<file path="src/rtl/sqrt_nr.sv">
module sqrt_nr #(
  parameter int ITERS = 4
) (
  input  logic        clk,
  input  logic        rst_n,
  input  logic        start,
  input  logic [7:0]  value,
  output logic        busy,
  output logic        done,
  output logic [24:0] root_fx,
  output logic [11:0] int_bcd,
  output logic [11:0] frac_bcd
);
  localparam int FB = 10;
  localparam int IB = 15;
  localparam int W  = IB + FB;
  localparam int DW = 8 + 2 * FB;
  localparam int CW = $clog2(DW);
  localparam int IW = $clog2(ITERS + 1);

  typedef enum logic [1:0] {S_IDLE, S_DIV, S_UPD, S_FIN} st_t;

  st_t           st;
  logic [W-1:0]  est;
  logic [W-1:0]  rem;
  logic [DW-1:0] dvd;
  logic [DW-1:0] quo;
  logic [CW-1:0] bit_cnt;
  logic [IW-1:0] it_cnt;
  logic [7:0]    s_q;

  logic [W:0]      trial;
  logic            fits;
  logic [W:0]      avg_sum;
  logic [4:0]      seed;
  logic [2*FB-1:0] frac_prod;

  assign trial     = {rem, dvd[DW-1]};
  assign fits      = trial >= {1'b0, est};
  assign avg_sum   = {1'b0, est} + {1'b0, quo[W-1:0]};
  assign seed      = (value < 8'd32) ? 5'd5 : (value < 8'd81) ? 5'd9 : 5'd16;
  assign frac_prod = est[FB-1:0] * 10'd1000;
  assign busy      = (st != S_IDLE);

  function automatic logic [11:0] to_bcd3(input logic [9:0] bin);
    logic [11:0] acc;
    acc = '0;
    for (int i = 9; i >= 0; i--) begin
      if (acc[3:0]  >= 4'd5) acc[3:0]  = acc[3:0]  + 4'd3;
      if (acc[7:4]  >= 4'd5) acc[7:4]  = acc[7:4]  + 4'd3;
      if (acc[11:8] >= 4'd5) acc[11:8] = acc[11:8] + 4'd3;
      acc = {acc[10:0], bin[i]};
    end
    return acc;
  endfunction

  always_ff @(posedge clk or negedge rst_n) begin
    if (!rst_n) begin
      st       <= S_IDLE;
      est      <= '0;
      rem      <= '0;
      dvd      <= '0;
      quo      <= '0;
      bit_cnt  <= '0;
      it_cnt   <= '0;
      s_q      <= '0;
      done     <= 1'b0;
      root_fx  <= '0;
      int_bcd  <= '0;
      frac_bcd <= '0;
    end else begin
      done <= 1'b0;
      case (st)
        S_IDLE: if (start) begin
          if (value == 8'd0) begin
            est <= '0;
            st  <= S_FIN;
          end else begin
            est     <= W'(seed) << FB;
            s_q     <= value;
            dvd     <= {value, {(2*FB){1'b0}}};
            rem     <= '0;
            bit_cnt <= '0;
            it_cnt  <= '0;
            st      <= S_DIV;
          end
        end
        S_DIV: begin
          rem     <= fits ? W'(trial - {1'b0, est}) : trial[W-1:0];
          quo     <= {quo[DW-2:0], fits};
          dvd     <= dvd << 1;
          bit_cnt <= bit_cnt + 1'b1;
          if (bit_cnt == CW'(DW - 1)) st <= S_UPD;
        end
        S_UPD: begin
          est    <= avg_sum[W:1];
          it_cnt <= it_cnt + 1'b1;
          if (it_cnt == IW'(ITERS - 1)) begin
            st <= S_FIN;
          end else begin
            dvd     <= {s_q, {(2*FB){1'b0}}};
            rem     <= '0;
            bit_cnt <= '0;
            st      <= S_DIV;
          end
        end
        default: begin
          root_fx  <= est;
          int_bcd  <= to_bcd3(est[FB+9:FB]);
          frac_bcd <= to_bcd3(frac_prod[2*FB-1:FB]);
          done     <= 1'b1;
          st       <= S_IDLE;
        end
      endcase
    end
  end
endmodule


</file>
<file path="config.mk">
export PLATFORM = sky130hd
export DESIGN_NAME = sqrt_nr
export DESIGN_NICKNAME = d
export VERILOG_FILES = /design/src/rtl/sqrt_nr.sv
export SDC_FILE = /design/constraint.sdc
export NUM_CORES = 1
export LEC_CHECK = 0
export ABC_AREA = 1
export CAP_MARGIN = 30
export CORE_MARGIN = 4
export CORE_UTILIZATION = 55
export CTS_BUF_LIST = sky130_fd_sc_hd__clkbuf_4 sky130_fd_sc_hd__clkbuf_8
export CTS_CLUSTER_DIAMETER = 100
export CTS_CLUSTER_SIZE = 12
export DETAILED_ROUTE_END_ITERATION = 6
export PLACE_DENSITY = 0.77
export RECOVER_POWER = 50
export SYNTH_ARGS = -nofsm -noshare
export SYNTH_HDL_FRONTEND = slang
export SYNTH_SLANG_ARGS = --single-unit
</file>
<file path="constraint.sdc">
create_clock -name clk -period 8.2 [get_ports clk]
set_input_delay 2.05 -clock clk [delete_from_list [all_inputs] [get_ports clk]]
set_output_delay 2.05 -clock clk [all_outputs]
set_load 0.02 [all_outputs]
</file>
Word-level counts from Yosys, hierarchy flattened
Index checks and enable logic that the tools add are counted.
{"block": "totals", "ff_bits": 171, "inputBits": 11, "output_inout_bits": 51, "wordCells": 157}
{"block": "op_classes", "addsub": 28, "multipliers": 1, "n_lt_le_gt_ge": 27, "eq_ne": 8, "mux": 69, "n_bitwise": 1, "n_reduce_logical": 11}
{"op": "$mux W4", "count": 40}
{"op": "$mux W25", "count": 5}
{"op": "$mux W28", "count": 3}
{"op": "$pmux W28 S3", "count": 1}
{"op": "$pmux W25 S3", "count": 1}
{"op": "$add A4 B2 Y4 const B", "count": 18}
{"op": "$ge A4 B3 Y1 const B", "count": 18}
{"op": "$pmux W25 S2", "count": 1}
{"op": "$add A25 B25 Y26", "count": 1}
{"op": "$ge A26 B25 Y1", "count": 1}
{"op": "$mux W5", "count": 5}
{"op": "$sub A25 B25 Y25", "count": 1}
{"op": "$ge A3 B3 Y1 const B", "count": 6}
{"op": "$mul A10 B7 Y17 const B", "count": 1}
{"op": "$add A3 B2 Y4 const B", "count": 4}
{"op": "$mux W15", "count": 1}
{"op": "$pmux W5 S3", "count": 1}
{"op": "$mux W3", "count": 4}
{"op": "$logic_not A8 Y1", "count": 1}
{"op": "$lt A8 B6 Y1 const B", "count": 1}
{"op": "$lt A8 B7 Y1 const B", "count": 1}
{"op": "$mux W2", "count": 4}
{"op": "$ne A2 B2 Y1 const B", "count": 4}
{"op": "$add A3 B2 Y3 const B", "count": 2}
{"op": "other kinds (17)", "count": 20}

Depth between registers and ports, before layout
Gate-level depths: netlist of run 1.
{"block": "logic_depth", "depth_word": 21, "mapped_depth": 62, "ltp_nobuf": 62}

Least setup slack after synthesis of run 1
OpenSTA, ideal clock, no wires.
{"block": "synth_path", "path_kind": "register to register", "start": "reg est[5]", "end": "reg frac_bcd[9]", "setup_ns": 0.129, "t_arrival_ns": 7.954, "required_time_ns": 8.071, "slack_ns": 0.117, "path_stages_with_launch": 58, "n_path_buf": 0, "period_less_slack_ns": 8.083, "cell_sequence": "dfrtp_1 inv_1 fa_1 fa_1 inv_1 fa_1 inv_1 fa_1 inv_1 ha_1 nand2_1 nand2_1 nand2_1 nand2_1 a21oi_1 nand3_1 nand2_1 nand2_2 [22 not listed] ha_1 inv_1 nand3_1 nand2_1 inv_2 nand2_1 nand2_1 nand2_2 nand2_2 or2_1 nand2_2 inv_1 ha_1 inv_1 nand2_1 nand2_1 xnor2_1 o21ai_1"}
{"block": "synth_via", "elab_chain_len": 21, "elab_cells_between_ends": 36, "cone_classes": "add/sub (9); mul (1); order compare (9); mux (17)"}
{"element": "start: declaration", "line": "24", "text": "logic [W-1:0] est;"}
{"element": "start signal: assignment", "line": "79", "text": "est <= W'(seed) << FB;"}
{"element": "start signal: assignment", "line": "96", "text": "est <= avg_sum[W:1];"}
{"element": "$mul A10 B7 Y17 *", "line": "42", "text": "assign frac_prod = est[FB-1:0] * 10'd1000;"}
{"element": "$add A3 B2 Y4 / $ge A3 B3 Y1 (equally long branches)", "line": "49", "text": "if (acc[3:0] >= 4'd5) acc[3:0] = acc[3:0] + 4'd3;"}
{"element": "$mux W4", "line": "49"}
{"element": "$mux W4", "line": "73", "text": "case (st)"}
{"element": "$add A4 B2 Y4 / $ge A4 B3 Y1 (equally long branches)", "line": "49"}
{"element": "$mux W4", "line": "49"}
{"element": "$mux W4", "line": "73"}
{"element": "$add A4 B2 Y4 / $ge A4 B3 Y1 (equally long branches)", "line": "49"}
{"element": "[5 not listed]"}
{"element": "$add A4 B2 Y4 (tied with other cells)", "line": "50", "text": "if (acc[7:4] >= 4'd5) acc[7:4] = acc[7:4] + 4'd3;"}
{"element": "$mux W4 (on tied branches)", "line": "50, 49"}
{"element": "$mux W4", "line": "73"}
{"element": "$add A4 B2 Y4 / $ge A4 B3 Y1 (equally long branches)", "line": "50"}
{"element": "$mux W4", "line": "50"}
{"element": "$mux W4", "line": "73"}
{"element": "$add A3 B2 Y3 / $ge A3 B3 Y1 (equally long branches)", "line": "51", "text": "if (acc[11:8] >= 4'd5) acc[11:8] = acc[11:8] + 4'd3;"}
{"element": "$mux W3 *", "line": "51"}
{"element": "end signal: assignment", "line": "110", "text": "frac_bcd <= to_bcd3(frac_prod[2*FB-1:FB]);"}
{"element": "end: declaration", "line": "12", "text": "output logic [11:0] frac_bcd"}
Mark *: on every way between the ends. The rest lies on a longest branch, timed or not. The select of a mux whose other input is x is not followed.
A chain may end at the register's enable or synchronous reset.

Worst setup path after layout of run 1
{"block": "layout_path", "start": "reg est[3]", "end": "reg frac_bcd[9]"}
Same word-level chain as after synthesis.

==> impl_results.md, run 1 <==
* Outcome: finished, violations left
* Violated checks: max-capacitance violations, max-slew violations
* Worst Hold Class: flip-flop to flip-flop
* Fill cell instance count of the final layout at 1,820
* Num CTS Buffers at 17
* Buffers plus inverters on the worst setup path at 13
* Mapped cell area at 0.0123 mm^2
* Largest net degree at the start of global routing at 85
* Setup violations, final at 0
* Area share of the largest cell type after synthesis at 0.304
* R2r setup slk at 280 ps
* Port Buffers at 61
* CTS H-Tree Depth at 4
* Dpl hpwl at 21,800 um
* Cell Count, Final, Fillers Out at 2,024
* Worst-Skew Late Latency at 470 ps
* Initial core utilization at 0.562
* Most used cell, CP: nand2_2
* Ant diodes at 0
* CTS max path bufs at 2
* Clock Skew at 17.4 ps
* Cell variety after synth at 59
* Max transition margin at -1.97
* Reg2reg end: frac_bcd[9]
* Die area at 0.0249 mm^2
* Via density at 5.46
* Worst Tran Pin Value at 4460 ps
* Root Buffer: clkbuf_8
* Hold path startpoint: root_fx[11]
* Worst EP arrival at 8260 ps
* Critical path class: flip-flop to flip-flop
* Final period util at 0.966
* Stages on worst setup path at 59
* Worst flop-to-flop path startpoint: est[3]
* DP Cell Count at 1,975
* Clk sinks at 150
* Cells after synthesis at 1,634
* Layout cells sized above 1 at 0.123
* Core Footprint at 0.0220 mm^2
* WHS Endpoint: root_fx[11]
* Most frequent cells in the layout: nand2_1 (378), inv_1 (241), dfrtp_1 (146)
* Drt initial violations at 625
* Area Overhead vs Synth at 15.0%
* Peak per-stage delay on the critical path at 540 ps
* Worst Hold Depth at 2
* WL/cell at 14.5 um
* Nets@finish at 1,904
* Detailed Route WL at 29,400 um
* Mean cell area of the mapped netlist at 7.55 um^2
* Fin. Hold Viols at 0
* DRC viols at 0
* Critical path's slowest cell: fa_1
* Remaining antenna violation count at 0
* CTS tree: done
* Antenna violations before repair at 0
* Via count at 11,000
* Crit path time final at 7920 ps
* Startpoint Class: flip-flop
* Max-cap violation count at 2
* Routability congestion estimate at 0.866
* Post-synth net total at 1,807
* Die height at 158 um
* Via count of the first global-routing pass at 10,600
* Seq/Total Area, Yosys at 0.304
* Post-CTS Hold Fix Bufs at 0
* CP Max Fanout at 5
* Clock slew at reported path FFs at 90 ps
* Ys Warns at 0
* Gr usage total at 0.236
* Cell taking the most area after synthesis: dfrtp_1
* I/O Pins at 62
* #FFs+latches synth at 150
* Worst R2R Path Depth at 59
* First-pass GRT wire length at 48,200 um
* Die span in x at 158 um
* First-pass iteration count of the detailed router at 5
* # rows at 54
* Top delay family on crit path: simple AND/OR/NAND/NOR gates
* Worst Path Required at 8540 ps
* Fin util at 0.646
* Gr ovfl total at 0
* Critical path endpoint category: flip-flop
* Final max-slew violation count at 153
* Leading cell type in the layout, fill and taps excluded: nand2_1
* Fmax at 126 MHz
* Synth top area cells: dfrtp_1 (30%), ha_1 (13%), nand2_1 (12%), inv_1 (7.7%), o21ai_0 (5.7%)
tightest hold or removal path, cell delays in order, from the launching register on:
cell	delay [ps]
dfrtp_1	350
nand2_1	50
nand2_1	40
routing by layer:
layer	GRT usage	vias to the layer above	wire [um]
met5	0	-	0
met1	0.313	5228	13400
met3	0.0380	27	1370
met2	0.411	254	14300
li1	-	5539	-
met4	0.0471	0	255
repair_timing:
action	CTS	global route
endpoints found under the setup margin	7	11
buffers inserted	3	14
hold endpoints to repair	0	0
resized for setup	12	50
pin swaps	5	39
logic make-up after synthesis:
logic type      Yosys count  share of synthesized area
fa+ha+maj               162                      0.183
buf+inv                 298                     0.0911
xor+xnor                 47                     0.0358
compound gates          341                      0.162
simple gates            634                      0.222
flops                   150                      0.304
mux                       2                    0.00172
worst max-delay path by stage:
stage                      start  slack, ps          end
after floorplan           est[5]        120  frac_bcd[9]
after global placement    est[4]         40  frac_bcd[9]
after detailed placement  est[4]       -380  frac_bcd[9]
after CTS                 est[2]          8  frac_bcd[9]
after global routing      est[3]       -180  frac_bcd[9]
final                     est[3]        280  frac_bcd[9]
registers in the layout (all words and copies together), names as in the netlist, 8 cells and up:
name	flops
dvd	8
est	25
frac_bcd	12
int_bcd	11
quo	25
rem	25
root_fx	25
s_q	8
Yosys cell counts, drive strengths merged:
cell    instances
o21a            3
a211oi          1
and3            1
or2             6
buf             2
and2            6
clkbuf         29
a31o            2
a211o           1
a21oi          85
o311ai          1
nand3          77
a31oi          11
nor3b           1
o21ai         172
nand4          14
o211ai          7
inv           265
nand2b          1
a32o            9
nor3           11
dfrtp         150
mux2            1
a221oi          1
xnor2          22
mux2i           1
nand2         415
clkinv          2
nor4            7
fa             31
ha            131
nor2           90
xor2           25
a21boi          4
a22oi           2
o31ai           6
a21o            4
o21bai          4
o22ai          22
o221ai          5
nand3b          5
a22o            1
per-stage QoR:
| stage | setup WS (ps) | hold slack (ps) | setup TNS [ps] | instance area (um^2) |
|---|---|---|---|---|
| detailed placement | -382 | 462 | -1520 | 13400 |
| global route | -177 | 509 | -621 | 14200 |
| global placement | 37.1 | 454 | 0 | 13400 |
| floorplan | 117 | 452 | 0 | 12300 |
| CTS | 7.77 | 481 | 0 | 13900 |
| finish | 276 | 475 | 0 | 14200 |
cell type report:
cell class,instances,area (um^2),share of cell area
clock inverters,12,168,0.0118
multi-input cells,1186,7680,0.542
inverters,267,1000,0.0706
well taps,280,350,0.0247
clock buffers,20,263,0.0185
repair buffers,109,962,0.0678
flip-flops and latches,150,3760,0.265
Power of run 1 is left out: the tool's default activity adds up to more than one toggle a clock period on the data nets, which glitch-free logic cannot reach.
==> run 2: changes to the inputs <==
- CTS_CLUSTER_SIZE: 12 -> not set
==> results of run 2 <==
The final DEF is identical to that of run 1; final timing and power are the same.
Power of run 2 is left out for the same reason.
==> run 3: changes to the inputs <==
- CTS_CLUSTER_SIZE: not set -> 10
==> results of run 3 <==
The final DEF is identical to that of run 1; final timing and power are the same.
Power of run 3 is left out for the same reason.
